[config.mk]
export PLATFORM = sky130hd
export DESIGN_NAME = keyq_top
export DESIGN_NICKNAME = d
export VERILOG_FILES = /design/src/rtl/keyq_pkg.sv /design/src/rtl/keyq_store.sv /design/src/rtl/keyq_ptr.sv /design/src/rtl/keyq_flags.sv /design/src/rtl/keyq_top.sv
export SDC_FILE = /design/constraint.sdc
export NUM_CORES = 1
export LEC_CHECK = 0
export BUFFER_PORTS_ARGS = -buffer_cell sky130_fd_sc_hd__buf_2
export CAP_MARGIN = 20
export CORE_ASPECT_RATIO = 0.7
export CORE_UTILIZATION = 46
export CTS_CLUSTER_SIZE = 40
export DETAILED_ROUTE_END_ITERATION = 8
export PLACE_DENSITY = 0.64
export SLEW_MARGIN = 20
export SYNTH_ARGS = -nofsm -noshare
export SYNTH_HDL_FRONTEND = slang
export SYNTH_SLANG_ARGS = --single-unit
[constraint.sdc]
create_clock -name clk -period 3.55 [get_ports clk]
set_clock_uncertainty 0.2 [all_clocks]
set_input_delay 0 -clock clk [delete_from_list [all_inputs] [get_ports clk]]
set_output_delay 0 -clock clk [all_outputs]
set_load 0.05 [all_outputs]
[src/rtl/keyq_pkg.sv]
package keyq_pkg;
  typedef logic [7:0] evt_byte_t;

  localparam int unsigned OVF_BIT = 6;

  function automatic evt_byte_t pack_evt(input logic [6:0] code, input logic state);
    return {state, code};
  endfunction
endpackage

[src/rtl/keyq_store.sv]
module keyq_store #(
  parameter int DEPTH = 16,
  parameter int PTR_W = 4
) (
  input  logic                clk,
  input  logic                rst_n,
  input  logic                wr_en,
  input  logic [PTR_W-1:0]    wr_addr,
  input  keyq_pkg::evt_byte_t wr_data,
  input  logic [PTR_W-1:0]    ra_addr,
  output keyq_pkg::evt_byte_t ra_data,
  input  logic [PTR_W-1:0]    rb_addr,
  output keyq_pkg::evt_byte_t rb_data
);
  keyq_pkg::evt_byte_t slot_q [DEPTH];

  for (genvar g = 0; g < DEPTH; g++) begin : g_slot
    always_ff @(posedge clk) begin
      if (!rst_n)
        slot_q[g] <= '0;
      else if (wr_en && (wr_addr == PTR_W'(g)))
        slot_q[g] <= wr_data;
    end
  end

  assign ra_data = slot_q[ra_addr];
  assign rb_data = slot_q[rb_addr];
endmodule

[src/rtl/keyq_ptr.sv]
module keyq_ptr #(
  parameter int DEPTH = 16,
  parameter int PTR_W = 4,
  parameter int LEN_W = 5
) (
  input  logic             clk,
  input  logic             rst_n,
  input  logic             push_req,
  input  logic             pop_req,
  input  logic             clr,
  input  logic             silent,
  output logic             push_ok,
  output logic             ovf_hit,
  output logic [PTR_W-1:0] head,
  output logic [LEN_W-1:0] fill,
  output logic [PTR_W-1:0] wr_slot
);
  logic [PTR_W-1:0] head_q;
  logic [LEN_W-1:0] fill_q;
  logic             full, pop_ok;

  assign full    = (fill_q == LEN_W'(DEPTH));
  assign push_ok = push_req && !clr && !silent && !full;
  assign ovf_hit = push_req && !clr && !silent && full;
  assign pop_ok  = pop_req && !clr && (fill_q > LEN_W'(1));
  assign wr_slot = head_q + fill_q[PTR_W-1:0];

  always_ff @(posedge clk) begin
    if (!rst_n || clr) begin
      head_q <= '0;
      fill_q <= '0;
    end else begin
      head_q <= head_q + PTR_W'(pop_ok);
      fill_q <= fill_q + LEN_W'(push_ok) - LEN_W'(pop_ok);
    end
  end

  assign head = head_q;
  assign fill = fill_q;

  assert_fill_bound_R3: assert property (@(posedge clk) disable iff (!rst_n)
    fill_q <= LEN_W'(DEPTH));
  assert_push_grows_R1: assert property (@(posedge clk) disable iff (!rst_n)
    (push_ok && !pop_req) |=> fill_q == $past(fill_q) + LEN_W'(1));
  assert_short_pop_R5: assert property (@(posedge clk) disable iff (!rst_n)
    (pop_req && !push_req && !clr && fill_q <= LEN_W'(1)) |=> ($stable(fill_q) && $stable(head_q)));
  assert_pop_moves_R6: assert property (@(posedge clk) disable iff (!rst_n)
    (pop_req && !push_req && !clr && fill_q > LEN_W'(1)) |=> head_q == $past(head_q) + PTR_W'(1));
  assert_both_same_R9: assert property (@(posedge clk) disable iff (!rst_n)
    (push_ok && pop_req && fill_q > LEN_W'(1)) |=> $stable(fill_q));
  assert_clear_R8: assert property (@(posedge clk) disable iff (!rst_n)
    clr |=> (fill_q == '0 && head_q == '0));
endmodule

[src/rtl/keyq_flags.sv]
module keyq_flags (
  input  logic       clk,
  input  logic       rst_n,
  input  logic       push_ok,
  input  logic       ovf_hit,
  input  logic       evt_valid,
  input  logic       stat_clr,
  input  logic       cfg_wr,
  output logic       silent,
  output logic       kp_flag,
  output logic       err_flag,
  output logic [7:0] err_bits
);
  logic kp_q, err_q, ovf_q;

  always_ff @(posedge clk) begin
    if (!rst_n) begin
      kp_q  <= 1'b0;
      err_q <= 1'b0;
      ovf_q <= 1'b0;
    end else if (cfg_wr) begin
      kp_q  <= 1'b0;
      err_q <= 1'b0;
    end else begin
      kp_q  <= push_ok || (kp_q && !stat_clr);
      err_q <= ovf_hit || (err_q && !stat_clr);
      ovf_q <= ovf_q || ovf_hit;
    end
  end

  assign silent   = err_q && ovf_q;
  assign kp_flag  = kp_q;
  assign err_flag = err_q;
  always_comb begin
    err_bits = '0;
    err_bits[keyq_pkg::OVF_BIT] = ovf_q;
  end

  assert_kp_set_R2: assert property (@(posedge clk) disable iff (!rst_n)
    (push_ok && !cfg_wr) |=> kp_q);
  assert_ovf_set_R3: assert property (@(posedge clk) disable iff (!rst_n)
    (ovf_hit && !cfg_wr) |=> (err_q && ovf_q));
  assert_silent_R4: assert property (@(posedge clk) disable iff (!rst_n)
    (silent && evt_valid && !stat_clr && !cfg_wr) |=> ($stable(kp_q) && $stable(err_q)));
  assert_ovf_sticky_R10: assert property (@(posedge clk) disable iff (!rst_n)
    ovf_q |=> ovf_q);
endmodule

[src/rtl/keyq_top.sv]
module keyq_top #(
  parameter int DEPTH = 16,
  parameter int IDX_W = 8
) (
  input  logic             clk,
  input  logic             rst_n,
  input  logic             evt_valid,
  output logic             evt_ready,
  input  logic [6:0]       evt_code,
  input  logic             evt_state,
  input  logic             pop_rd,
  output logic [7:0]       pop_byte,
  input  logic [IDX_W-1:0] peek_idx,
  output logic [7:0]       peek_byte,
  input  logic             cfg_wr,
  input  logic             stat_clr,
  output logic             kp_flag,
  output logic             err_flag,
  output logic [7:0]       err_bits
);
  localparam int PTR_W = $clog2(DEPTH);
  localparam int LEN_W = PTR_W + 1;
  localparam int CMP_W = (IDX_W > LEN_W) ? IDX_W : LEN_W;

  logic                push_ok, ovf_hit, silent;
  logic [PTR_W-1:0]    head, wr_slot;
  logic [LEN_W-1:0]    fill;
  keyq_pkg::evt_byte_t pop_raw, peek_raw;

  assign evt_ready = 1'b1;

  keyq_ptr #(.DEPTH(DEPTH), .PTR_W(PTR_W), .LEN_W(LEN_W)) u_ptr (
    .clk(clk), .rst_n(rst_n), .push_req(evt_valid), .pop_req(pop_rd),
    .clr(cfg_wr), .silent(silent), .push_ok(push_ok), .ovf_hit(ovf_hit),
    .head(head), .fill(fill), .wr_slot(wr_slot)
  );

  keyq_store #(.DEPTH(DEPTH), .PTR_W(PTR_W)) u_store (
    .clk(clk), .rst_n(rst_n), .wr_en(push_ok), .wr_addr(wr_slot),
    .wr_data(keyq_pkg::pack_evt(evt_code, evt_state)),
    .ra_addr(head + PTR_W'(1)), .ra_data(pop_raw),
    .rb_addr(head + peek_idx[PTR_W-1:0]), .rb_data(peek_raw)
  );

  keyq_flags u_flags (
    .clk(clk), .rst_n(rst_n), .push_ok(push_ok), .ovf_hit(ovf_hit),
    .evt_valid(evt_valid), .stat_clr(stat_clr), .cfg_wr(cfg_wr),
    .silent(silent), .kp_flag(kp_flag), .err_flag(err_flag), .err_bits(err_bits)
  );

  assign pop_byte  = (fill > LEN_W'(1)) ? pop_raw : 8'h00;
  assign peek_byte = (CMP_W'(peek_idx) < CMP_W'(fill)) ? peek_raw : 8'h00;

  assert_ready_R12: assert property (@(posedge clk) disable iff (!rst_n) evt_ready);
endmodule

==> run metrics <==
global-route wire length before repair=35.19 mm; filler cell count=1405; die width=160.6 um; max_slew headroom=20.43%; Placed Cells=970; critical path arrival=3.22 ns; Cell Rows=40; Critical Path Start Type=flop; Post-synth top flop=edfxtp_1; Clock Power Share=42.4%; VDD IR max=0.3360 mV; # DRC=0; H-tree depth=4; largest cells by area after synthesis=edfxtp_1, mux2i_1, mux4_2, nor2_1, nand3_1; internal power=0.003432 W; Final Wtd Congestion=0.9112; synthesized netlist cell count=700; largest net degree at the start of global routing=33; crit path kind=flop to output port; top-count cell post-synth=nor2_1; status=completed; RSZ-0062 raised after global routing=false; CTS root buf=clkbuf_16; synth cell count leaders=nor2_1, edfxtp_1, nand3_1, mux2i_1, mux4_2; Clock Path Buffers=2; Worst Hold Class=input port to flop; Hold EP=u_flags.kp_flag; Comb pwr share=17.1%; flops & latches, synth=140; Post-synth EDFFs=128; Clock Sinks=140; Register Area=4086 um^2; number of I/O port buffers=40; CTS tree=yes; Final ANT Viol Nets=0; DR vias/cell=6.119; Fmax achieved=292.0 MHz; Netlist cell types=37; fin crit period=3.425 ns; Leak=3.633 nW; layout net count=820; vias=6241; GRT Residual Overflow=0; Crit Path Max Fanout=8; CTS buffer count=17; crit share post-route=96.47%; # IOs=49; R2R cell count=11; sequential share of power=40.5%; Initial Util=47.16%; dpl hpwl=16.95 mm; crit path capture type=output port; Worst Min Path Start=stat_clr; die area=18140 um^2; layout cell share with drive strength beyond 1=22.43%; vias in the first global route=6235; Crit path required time=3.35 ns; clock latency at the later pin of the worst-skew pair=0.42 ns; P per Cell Area=490.4 nW/um^2; core box area=17170 um^2; n_diodes=0; worst slew pin tran=1.194 ns; Hold Path Stages=4; Psw=0.001294 W; register area share after synthesis=50.45%; dominant cell type by area after synthesis=edfxtp_1; multi-input combinational cell area=3744 um^2; area fraction of the dominant cell type after synthesis=47.48%; DRT iter0 DRCs=819; Pre-Repair DR Iteration Count=6; worst flop-to-flop path endpoint=u_ptr.fill[4]; Post-synth ARST share=0%; total track usage=26.42%; worst reg2reg path startpoint=u_ptr.fill[3]; Layout area overhead=19.04%; final WL=22.98 mm; Final Slew Violations=0; initial antenna violation count=0; WHS=0.2165 ns; Worst R2R Setup Slack=0.34 ns; fin cells=1020; synthesized area per cell=11.56 um^2; Final Hold Viols=0; Netlist Area Pre-Place=8095 um^2; clock-pin slew of the registers on the worst-case setup and hold paths=0.07 ns; switching share of power=27.38%; routed wire length per instance=22.52 um; max cap viols=0; Finished Core Util=56.14%; setup_tns=0 ns; Die H=113.0 um; final setup fails=0; Warnings, synthesis=0
final cells by class:
type / count / area share [%]
repair buffers: 111 / 8.335
clock inverters: 15 / 2.454
multi-input cells: 492 / 38.85
flip-flops and latches: 140 / 42.40
inverters: 14 / 0.5453
clock buffers: 17 / 4.414
well taps: 231 / 2.999
metrics by stage:
step	instance area (um^2)	total power, W	worst slack [ns]
CTS	9598	0.004711	0.09173
finish	9637	0.004726	0.1253
floorplan	8118	0.002465	0.6793
global placement	8806	0.002695	0.5134
detailed placement	8806	0.002723	0.3803
global route	9637	0.004863	0.04638
worst max path at each step:
| stage | cells after the start | to | from |
|---|---|---|---|
| after floorplan | 11 | u_ptr.fill[4] | u_ptr.fill[3] |
| after global placement | 11 | u_ptr.fill[4] | u_ptr.fill[3] |
| after detailed placement | 11 | u_ptr.fill[4] | u_ptr.fill[3] |
| after CTS | 8 | peek_byte[3] | u_ptr.head[1] |
| after global routing | 9 | peek_byte[4] | u_ptr.head[0] |
| final | 6 | peek_byte[1] | u_ptr.head[2] |
critical path: stages (launching register included):
cell and delay (ns):
dfxtp_1 0.50, ha_1 0.38, a21oi_1 0.31, a21oi_1 0.11
o221ai_1 0.94, o22ai_1 0.24, buf_2 0.30
repair_timing:
| action | CTS | global route |
|---|---|---|
| setup buffers | 0 | 5 |
| endpoints found under the hold margin | 134 | 0 |
| hold buffers | 13 | 0 |
| resized for setup | 0 | 1 |
| endpoints found under the setup margin | 0 | 5 |
kinds of logic (layout without fill, tap and decap cells):
| family | count (synthesis) | in the layout | synth area share [%] |
|---|---|---|---|
| and+or+nand+nor | 278 | 278 | 15.67 |
| DFF | 140 | 140 | 50.45 |
| muxes | 116 | 116 | 19.61 |
| buffers and inverters | 74 | 157 | 4.575 |
| AOI/OAI and AO/OA | 54 | 54 | 4.405 |
| adders and majority gates | 22 | 22 | 3.679 |
| xor gates and xnor gates | 14 | 14 | 1.515 |
| other | 2 | 8 | 0.09277 |
power groups by stage:
stage	sequential (W)	combinational [W]	clock (W)
6_report	0.00191	0.000810	0.00200
5_1_grt	0.00192	0.000859	0.00208
4_1_cts	0.00191	0.000792	0.00201
3_5_place_dp	0.00195	0.000777	0
3_3_place_gp	0.00194	0.000756	0
2_1_floorplan	0.00193	0.000536	0
flip-flops by register name, indices dropped and copies added, names as in the netlist:
name              cells
u_store.slot_q      128
u_flags.ovf_q         1
u_flags.kp_flag       1
u_ptr.head            4
u_ptr.fill            5
u_flags.err_flag      1
cells in the final DEF (no fill, tap or decap), types with 17 or more instances in the layout:
cell       netlist  final
nor2_1         141    141
edfxtp_1       128    128
nand3_1         96     96
mux2i_1         81     77
buf_4           10     55
buf_2           26     40
mux4_2          34     34
ha_1            19     19
o21ai_0         18     18
clkbuf_16        0     17
routing by layer:
| layer | wire length (um) | part of all wire (%) | track usage (%) |
|---|---|---|---|
| met3 | 2151 | 9.4 | 5.205 |
| met1 | 9381 | 41 | 35.42 |
| met5 | 0 | 0 | 0 |
| met2 | 10910 | 47 | 42.71 |
| met4 | 534 | 2.3 | 10.03 |
Note: power is estimated with default switching activity, not from simulation.
